## src/rtl/ram_pkg.sv

```systemverilog
package ram_pkg;
   typedef enum logic [1:0] {
      RDW_OLD = 2'd0,
      RDW_NEW = 2'd1,
      RDW_UNK = 2'd2
   } rdw_policy_e;
endpackage

```

## src/rtl/ram_array.sv

```systemverilog
module ram_array #(
   parameter int DATA_W = 8,
   parameter int ADDR_W = 4
) (
   input  logic              clk,
   input  logic              we,
   input  logic [ADDR_W-1:0] waddr,
   input  logic [DATA_W-1:0] wdata,
   input  logic [ADDR_W-1:0] raddr,
   output logic [DATA_W-1:0] rword
);
   localparam int DEPTH = 1 << ADDR_W;

   logic [DATA_W-1:0] store [DEPTH];

   // storage has no reset, like a hard memory macro
   always_ff @(posedge clk) begin
      if (we) store[waddr] <= wdata;
   end

   // value held before this edge's write
   assign rword = store[raddr];
endmodule

```

## src/rtl/ram_collide.sv

```systemverilog
module ram_collide
   import ram_pkg::*;
#(
   parameter int          DATA_W = 8,
   parameter int          ADDR_W = 4,
   parameter rdw_policy_e POLICY = RDW_OLD
) (
   input  logic              wr_en,
   input  logic              rd_en,
   input  logic [ADDR_W-1:0] waddr,
   input  logic [ADDR_W-1:0] raddr,
   input  logic [DATA_W-1:0] wdata,
   input  logic [DATA_W-1:0] rword,
   output logic [DATA_W-1:0] nxt_data,
   output logic              nxt_unk
);
   logic hit;
   assign hit = wr_en && rd_en && (waddr == raddr);

   generate
      if (POLICY == RDW_NEW) begin : g_new
         assign nxt_data = hit ? wdata : rword;
         assign nxt_unk  = 1'b0;
      end else if (POLICY == RDW_UNK) begin : g_unk
         assign nxt_data = hit ? {DATA_W{1'bx}} : rword;
         assign nxt_unk  = hit;
      end else begin : g_old
         assign nxt_data = rword;
         assign nxt_unk  = 1'b0;
      end
   endgenerate
endmodule

```

## src/rtl/ram_rdreg.sv

```systemverilog
module ram_rdreg #(
   parameter int DATA_W = 8
) (
   input  logic              clk,
   input  logic              rst_n,
   input  logic              load,
   input  logic [DATA_W-1:0] d,
   input  logic              d_unk,
   output logic [DATA_W-1:0] q,
   output logic              q_unk
);
   always_ff @(posedge clk or negedge rst_n) begin
      if (!rst_n) begin
         q     <= '0;
         q_unk <= 1'b0;
      end else if (load) begin
         q     <= d;
         q_unk <= d_unk;
      end
   end

   AST_HOLD_WHEN_IDLE: assert property (@(posedge clk) disable iff (!rst_n)
      !load |=> $stable(q_unk) && (q_unk || $stable(q)));
endmodule

```

## src/rtl/dpram_rdw.sv

```systemverilog
module dpram_rdw
   import ram_pkg::*;
#(
   parameter int          DATA_W      = 8,
   parameter int          ADDR_W      = 4,
   parameter rdw_policy_e POLICY      = RDW_OLD,
   parameter bit          SINGLE_PORT = 1'b0
) (
   input  logic              clk,
   input  logic              rst_n,
   input  logic              wr_en,
   input  logic [ADDR_W-1:0] wr_addr,
   input  logic [DATA_W-1:0] wr_data,
   input  logic              rd_en,
   input  logic [ADDR_W-1:0] rd_addr,
   output logic [DATA_W-1:0] rd_data,
   output logic              rd_unknown
);
   // new data is only trusted with one shared address
   localparam rdw_policy_e EFF_POLICY =
      (!SINGLE_PORT && POLICY == RDW_NEW) ? RDW_UNK : POLICY;

   generate
      if (DATA_W < 1) begin : g_bad_data
         $error("DATA_W must be at least 1");
      end
      if (ADDR_W < 1 || ADDR_W > 16) begin : g_bad_addr
         $error("ADDR_W must lie in 1..16");
      end
   endgenerate

   logic [ADDR_W-1:0] raddr_eff;
   logic [DATA_W-1:0] rword;
   logic [DATA_W-1:0] nxt_data;
   logic              nxt_unk;

   generate
      if (SINGLE_PORT) begin : g_sp
         logic unused_rd_addr;
         assign unused_rd_addr = ^rd_addr;
         assign raddr_eff      = wr_addr;
      end else begin : g_dp
         assign raddr_eff = rd_addr;
      end
   endgenerate

   ram_array #(.DATA_W(DATA_W), .ADDR_W(ADDR_W)) u_array (
      .clk   (clk),
      .we    (wr_en),
      .waddr (wr_addr),
      .wdata (wr_data),
      .raddr (raddr_eff),
      .rword (rword)
   );

   ram_collide #(.DATA_W(DATA_W), .ADDR_W(ADDR_W), .POLICY(EFF_POLICY)) u_coll (
      .wr_en    (wr_en),
      .rd_en    (rd_en),
      .waddr    (wr_addr),
      .raddr    (raddr_eff),
      .wdata    (wr_data),
      .rword    (rword),
      .nxt_data (nxt_data),
      .nxt_unk  (nxt_unk)
   );

   ram_rdreg #(.DATA_W(DATA_W)) u_rreg (
      .clk   (clk),
      .rst_n (rst_n),
      .load  (rd_en),
      .d     (nxt_data),
      .d_unk (nxt_unk),
      .q     (rd_data),
      .q_unk (rd_unknown)
   );

   AST_UNK_FROM_COLLISION: assert property (@(posedge clk) disable iff (!rst_n)
      $rose(rd_unknown) |-> $past(rd_en && wr_en && (raddr_eff == wr_addr)));

   generate
      if (EFF_POLICY == RDW_OLD) begin : g_chk_old
         AST_OLD_NEVER_UNK: assert property (@(posedge clk) disable iff (!rst_n)
            (rd_en && wr_en && raddr_eff == wr_addr) |=> !rd_unknown);
      end
      if (EFF_POLICY == RDW_NEW) begin : g_chk_new
         AST_NEW_FORWARDS: assert property (@(posedge clk) disable iff (!rst_n)
            (rd_en && wr_en) |=> (rd_data == $past(wr_data)) && !rd_unknown);
      end
      if (!SINGLE_PORT && POLICY == RDW_NEW) begin : g_chk_dpnew
         AST_DP_NEW_IS_UNK: assert property (@(posedge clk) disable iff (!rst_n)
            (rd_en && wr_en && rd_addr == wr_addr) |=> rd_unknown);
      end
   endgenerate
endmodule

```

## config.mk

```make
export PLATFORM = sky130hd
export DESIGN_NAME = dpram_rdw
export DESIGN_NICKNAME = d
export VERILOG_FILES = /design/src/rtl/ram_pkg.sv /design/src/rtl/ram_array.sv /design/src/rtl/ram_collide.sv /design/src/rtl/ram_rdreg.sv /design/src/rtl/dpram_rdw.sv
export SDC_FILE = /design/constraint.sdc
export NUM_CORES = 1
export LEC_CHECK = 0
export BUFFER_PORTS_ARGS = -buffer_cell sky130_fd_sc_hd__buf_4
export CORE_ASPECT_RATIO = 1.5
export CORE_MARGIN = 2
export CORE_UTILIZATION = 49
export CTS_CLUSTER_DIAMETER = 80
export CTS_CLUSTER_SIZE = 20
export DETAILED_ROUTE_END_ITERATION = 7
export PLACE_DENSITY = 0.66
export SLEW_MARGIN = 20
export SYNTH_ARGS = -nofsm -noshare
export SYNTH_HDL_FRONTEND = slang
export SYNTH_HIERARCHICAL = 1
export SYNTH_SLANG_ARGS = --single-unit
```

## constraint.sdc

```tcl
create_clock -name clk -period 3 [get_ports clk]
set_input_delay 0.6 -clock clk [delete_from_list [all_inputs] [get_ports clk]]
set_output_delay 0.6 -clock clk [all_outputs]
set_load 0.02 [all_outputs]
```

---- Word level (Yosys, flattened, before mapping) ----
Memory sizes are Yosys's and may differ from the RTL's. A register that Yosys moved wholly into a read port is not among the register bits.
Index checks and enable logic that the tools add are counted.
storage, ports and cells
  flip-flop bits (word level) ............. 0
  memory bits (writable) .................. 128
  input port bits ......................... 20
  output and inout bits ................... 9
  word-level logic and storage cells ...... 4
  memories ................................ 1
cells by class
  mux-type cells .......................... 2
  reductions and logical operators ........ 1
memory list
  memory         depth  bits a word  rd ports  clocked after Yosys merged registers in  wr ports  line             text
  u_array.store  16     8            1         1                                        1         ram_array.sv:14  logic [DATA_W-1:0] store [DEPTH];
operators with widths
  kind              number
  $mux W1           2
  $logic_not A1 Y1  1

---- Depth between registers and ports, before layout ----
  depth after elaboration ................. 2
  mapped depth ............................ 7
  gate-level depth less buffers ........... 4

---- Cells and area by module ----
Netlist, hierarchy kept.
by module, submodules not included
  module       times used  cells an instance  area an instance (sq um)  sequential area each (sq um)
  ram_array    1           221                4987.3                    3843.7
  ram_rdreg    1           19                 371.6                     225.2
  ram_collide  1           10                 71.3                      0.0

---- Worst setup path before layout ----
Ideal clock, no wire load.
  kind .................................... input -> register
  from .................................... in rd_addr[0]
  to ...................................... reg u_rreg.q[1], read port of u_array.store
  setup time .............................. 125 ps
  arrival ................................. 1990 ps
  required time ........................... 2875 ps
  path slack .............................. 885 ps
  stages on the path ...................... 7
  buffers on the path ..................... 3
  cells stage by stage .................... buf_6 -> buf_6 -> mux4_1 -> a22oi_1 -> nand2_1 -> buf_4 -> mux2_4
RTL lines
  what                line             text
  start: declaration  dpram_rdw.sv:15  input logic [ADDR_W-1:0] rd_addr,
  end: declaration    ram_rdreg.sv:9   output logic [DATA_W-1:0] q,

==> impl_metrics.csv <==
group,metric,value,unit
grt,grt_pass1_wl,15300,µm
routing,drc,0,
synthesis,synth_area_per_cell,21.7,µm²
pwr,p_total,4.55,mW
grt,antenna_found_initial,0,
synthesis,yosysMostFrequentCell,"edfxtp_1",
placed_design,place_hpwl,6480,µm
floorplanning,placement_rows,47,
clock_tree,ctsHtreeMaxLevel,4,
routing,wl_per_cell,22.1,µm
synthesis,synth_fa_ha_area_share,0,%
layout,multiInputGateArea,1200,µm²
floorplanning,die_area,12000,µm²
layout,drive_gt1_share,32.5,%
run,drv_cap,0,
synthesis,synth_compound_area_share,2.21,%
clock_tree,clk_latency,0.42,ns
sta,maxSlewViolCount,0,
layout,final_util,58.5,%
floorplanning,die_w,90.0,µm
floorplanning,num_io_pins,29,
synthesis,yosysSeqAreaShare,74.9,%
worst_setup_path,worstRegToRegCells,4,
clock_tree,clock_sinks,137,
synthesis,synth_area_leader_cell,"edfxtp_1",
sta,fin_worst_skew,0.00739,ns
clock_tree,cts_root_buf,"clkbuf_16",
synthesis,ys_ff_latch,137,
sta,timing.setup.tns,0,ns
clock_tree,path_clk_slew,0.06,ns
routing,first_pass_iters,4,
grt,overflow,0,
synthesis,synth_top_family_by_area,"multiplexers",
placed_design,port_buffers,28,
synthesis,async_reset_ff_share,6.57,%
worst_setup_path,cp.arrival,2.16,ns
worst_setup_path,worst_ep_required_time,3.29,ns
sta,period_share,62.2,%
sta,rsz0062_at_grt,"no",
worst_setup_path,cp-end-kind,"flop",
synthesis,synth_xor_area_share,0,%
layout,seq_area,4070,µm²
synthesis,muxShareOfSynthArea,16.7,%
floorplanning,start_util,49.6,%
synthesis,yosys-top-cells-area,"edfxtp_1 71%, mux4_2 7.5%, mux4_1 6.8%",
sta,fin_crit,1.87,ns
worst_setup_path,worstSetupPathType,"input pin to flop",
grt,grt_max_degree,33,
clock_tree,numCtsBuffers,17,
routing,vias,2509,
sta,slew_headroom,42.5,%
floorplanning,core,10900,µm²
worst_hold_path,hp-class,"input pin to flop",
layout,fillCellCount,828,
layout,area_growth_syn_to_layout,17.8,%
synthesis,syn-num-nets,270,
clock_tree,cts_setup_buffers,0,
synthesis,ys_types,21,
layout,finalNetCount,312,
worst_setup_path,cp_max_fo,32,
synthesis,syn_area,5430,µm²
worst_setup_path,startpoint_type,"input pin",
grt,grt_pass1_vias,2615,
synthesis,yosys.area_share.simple,3.02,%
synthesis,synthTopCellsByCount,"128 x edfxtp_1, 18 x mux4_2, 16 x a22oi_1, 14 x mux4_1, 13 x nor2_1",
sta,worst_pin_slew,0.859,ns
sta,clock.fmax,0.535,GHz
pwr,p_leak,2.21,nW
sta,hold_violations,0,
synthesis,synthFlopType,"edfxtp_1",
synthesis,synth_edf_count,128,
clock_tree,cts_tree,"yes",
clock_tree,clock_path_buffers,2,
sta,worst_slack,1.13,ns
pwr,power_density,712,nW/µm²
routing,ant_nets,0,
synthesis,synth_top_area_share,70.8,%
grt,gr-usage-all-layers,18.1,%
routing,wirelength,10000,µm
synthesis,yosys_warnings,6,
pwr,vdd_drop_max,0.408,mV
worst_hold_path,hold_depth,1,
sta,setup_violations,0,
layout,diodes,0,
placed_design,place_ws,0.711,ns
outcome,status,"finished clean",
routing,vias_per_cell,5.55,
floorplanning,die_h,133,µm
placed_design,globalplace.congestion,0.726,
synthesis,syn_inst,250,
routing,drt_iter0_drc,164,
where the power goes:
group	switching (mW)	internal, mW
clock network	0.737	1.38
registers	0.0199	2.15
logic	0.142	0.132
total	0.899	3.65
sequential cells by signal, indices dropped and copies added, names as in the netlist:
name,flops
u_rreg/q,8
u_rreg/q_unk,1
u_array/store,128
logic make-up (layout without fill, tap and decap cells):
group,Yosys count,count (layout)
AO/OA/AOI/OAI,16,16
multiplexers,41,41
buffers and inverters,20,75
flip-flops,137,137
AND/OR/NAND/NOR,35,35
other,1,1
final timing paths:
check,startpoint,end,slack (ns)
setup / recovery,rd_addr[0],u_rreg/q[1]$_DFFE_PN0P_,1.13
hold reg to reg,u_rreg/q[4]$_DFFE_PN0P_,u_rreg/q[4]$_DFFE_PN0P_,0.51
setup reg to reg,u_array/store[2][1]$_DFFE_PP_,u_rreg/q[1]$_DFFE_PN0P_,1.41
max in group asynchronous,rst_n,u_rreg/q_unk$_DFFE_PN0P_,2.29
min in group asynchronous,rst_n,u_rreg/q[0]$_DFFE_PN0P_,0.56
hold / removal,wr_data[2],u_array/store[10][2]$_DFFE_PP_,0.49
cell type report:
cell class                      instances  area share, %
Multi-Input combinational cell         93           18.7
Tap cell                              147           2.88
Clock buffer                           18           6.71
Sequential cell                       137           63.6
Timing Repair Buffer                   43           5.28
Clock inverter                         14           2.82
critical path, stage by stage:
cell     delay [ns]
buf_4          0.09
buf_12         0.25
mux4_1         0.58
a22oi_1        0.28
nand2_1        0.08
mux2_4         0.25
layout by cell type (no fill, tap or decap):
master	netlist	final
nand3_1	1	1
nand2_1	9	9
dfrtp_1	9	9
clkinvlp_4	0	5
clkbuf_16	0	17
edfxtp_1	128	128
mux4_2	18	18
nor2_1	13	13
a22oi_1	16	16
clkinv_2	0	3
and2_1	1	1
mux2_4	9	9
buf_4	10	41
nor3_1	4	4
mux4_1	14	14
conb_1	1	1
or3b_2	1	1
nand3b_1	2	2
and2b_1	1	1
nor2b_1	1	1
nand2b_1	2	2
clkinv_1	0	2
bufinv_16	0	4
buf_12	0	1
dlygate4sd3_1	0	1
clkbuf_1	0	1
metrics by stage:
step / area [µm²] / std cells / hold slack (ns)
4_1_cts: 6400 / 452 / 0.475
5_1_grt: 6400 / 452 / 0.492
2_1_floorplan: 5430 / 250 / 0.304
3_5_place_dp: 5780 / 419 / 0.437
3_3_place_gp: 5780 / 419 / 0.435
6_report: 6400 / 452 / 0.489
per-layer routing:
metal / GRT usage, % / part of all wire [%] / wire length [µm] / up-vias
met4: 7.26 / 1.1 / 114 / 0
met1: 21.1 / 39 / 3930 / 1306
li1: - / - / - / 1115
met3: 5.75 / 4.3 / 434 / 9
met2: 31.1 / 55 / 5520 / 79
met5: 0 / 0 / 0 / -
repair_timing:
item / in CTS / in global routing
hold buffers: 1 / 0
resized for setup: 0 / 0
hold endpoints to repair: 9 / 0
Power figures use the tool's default switching activity.
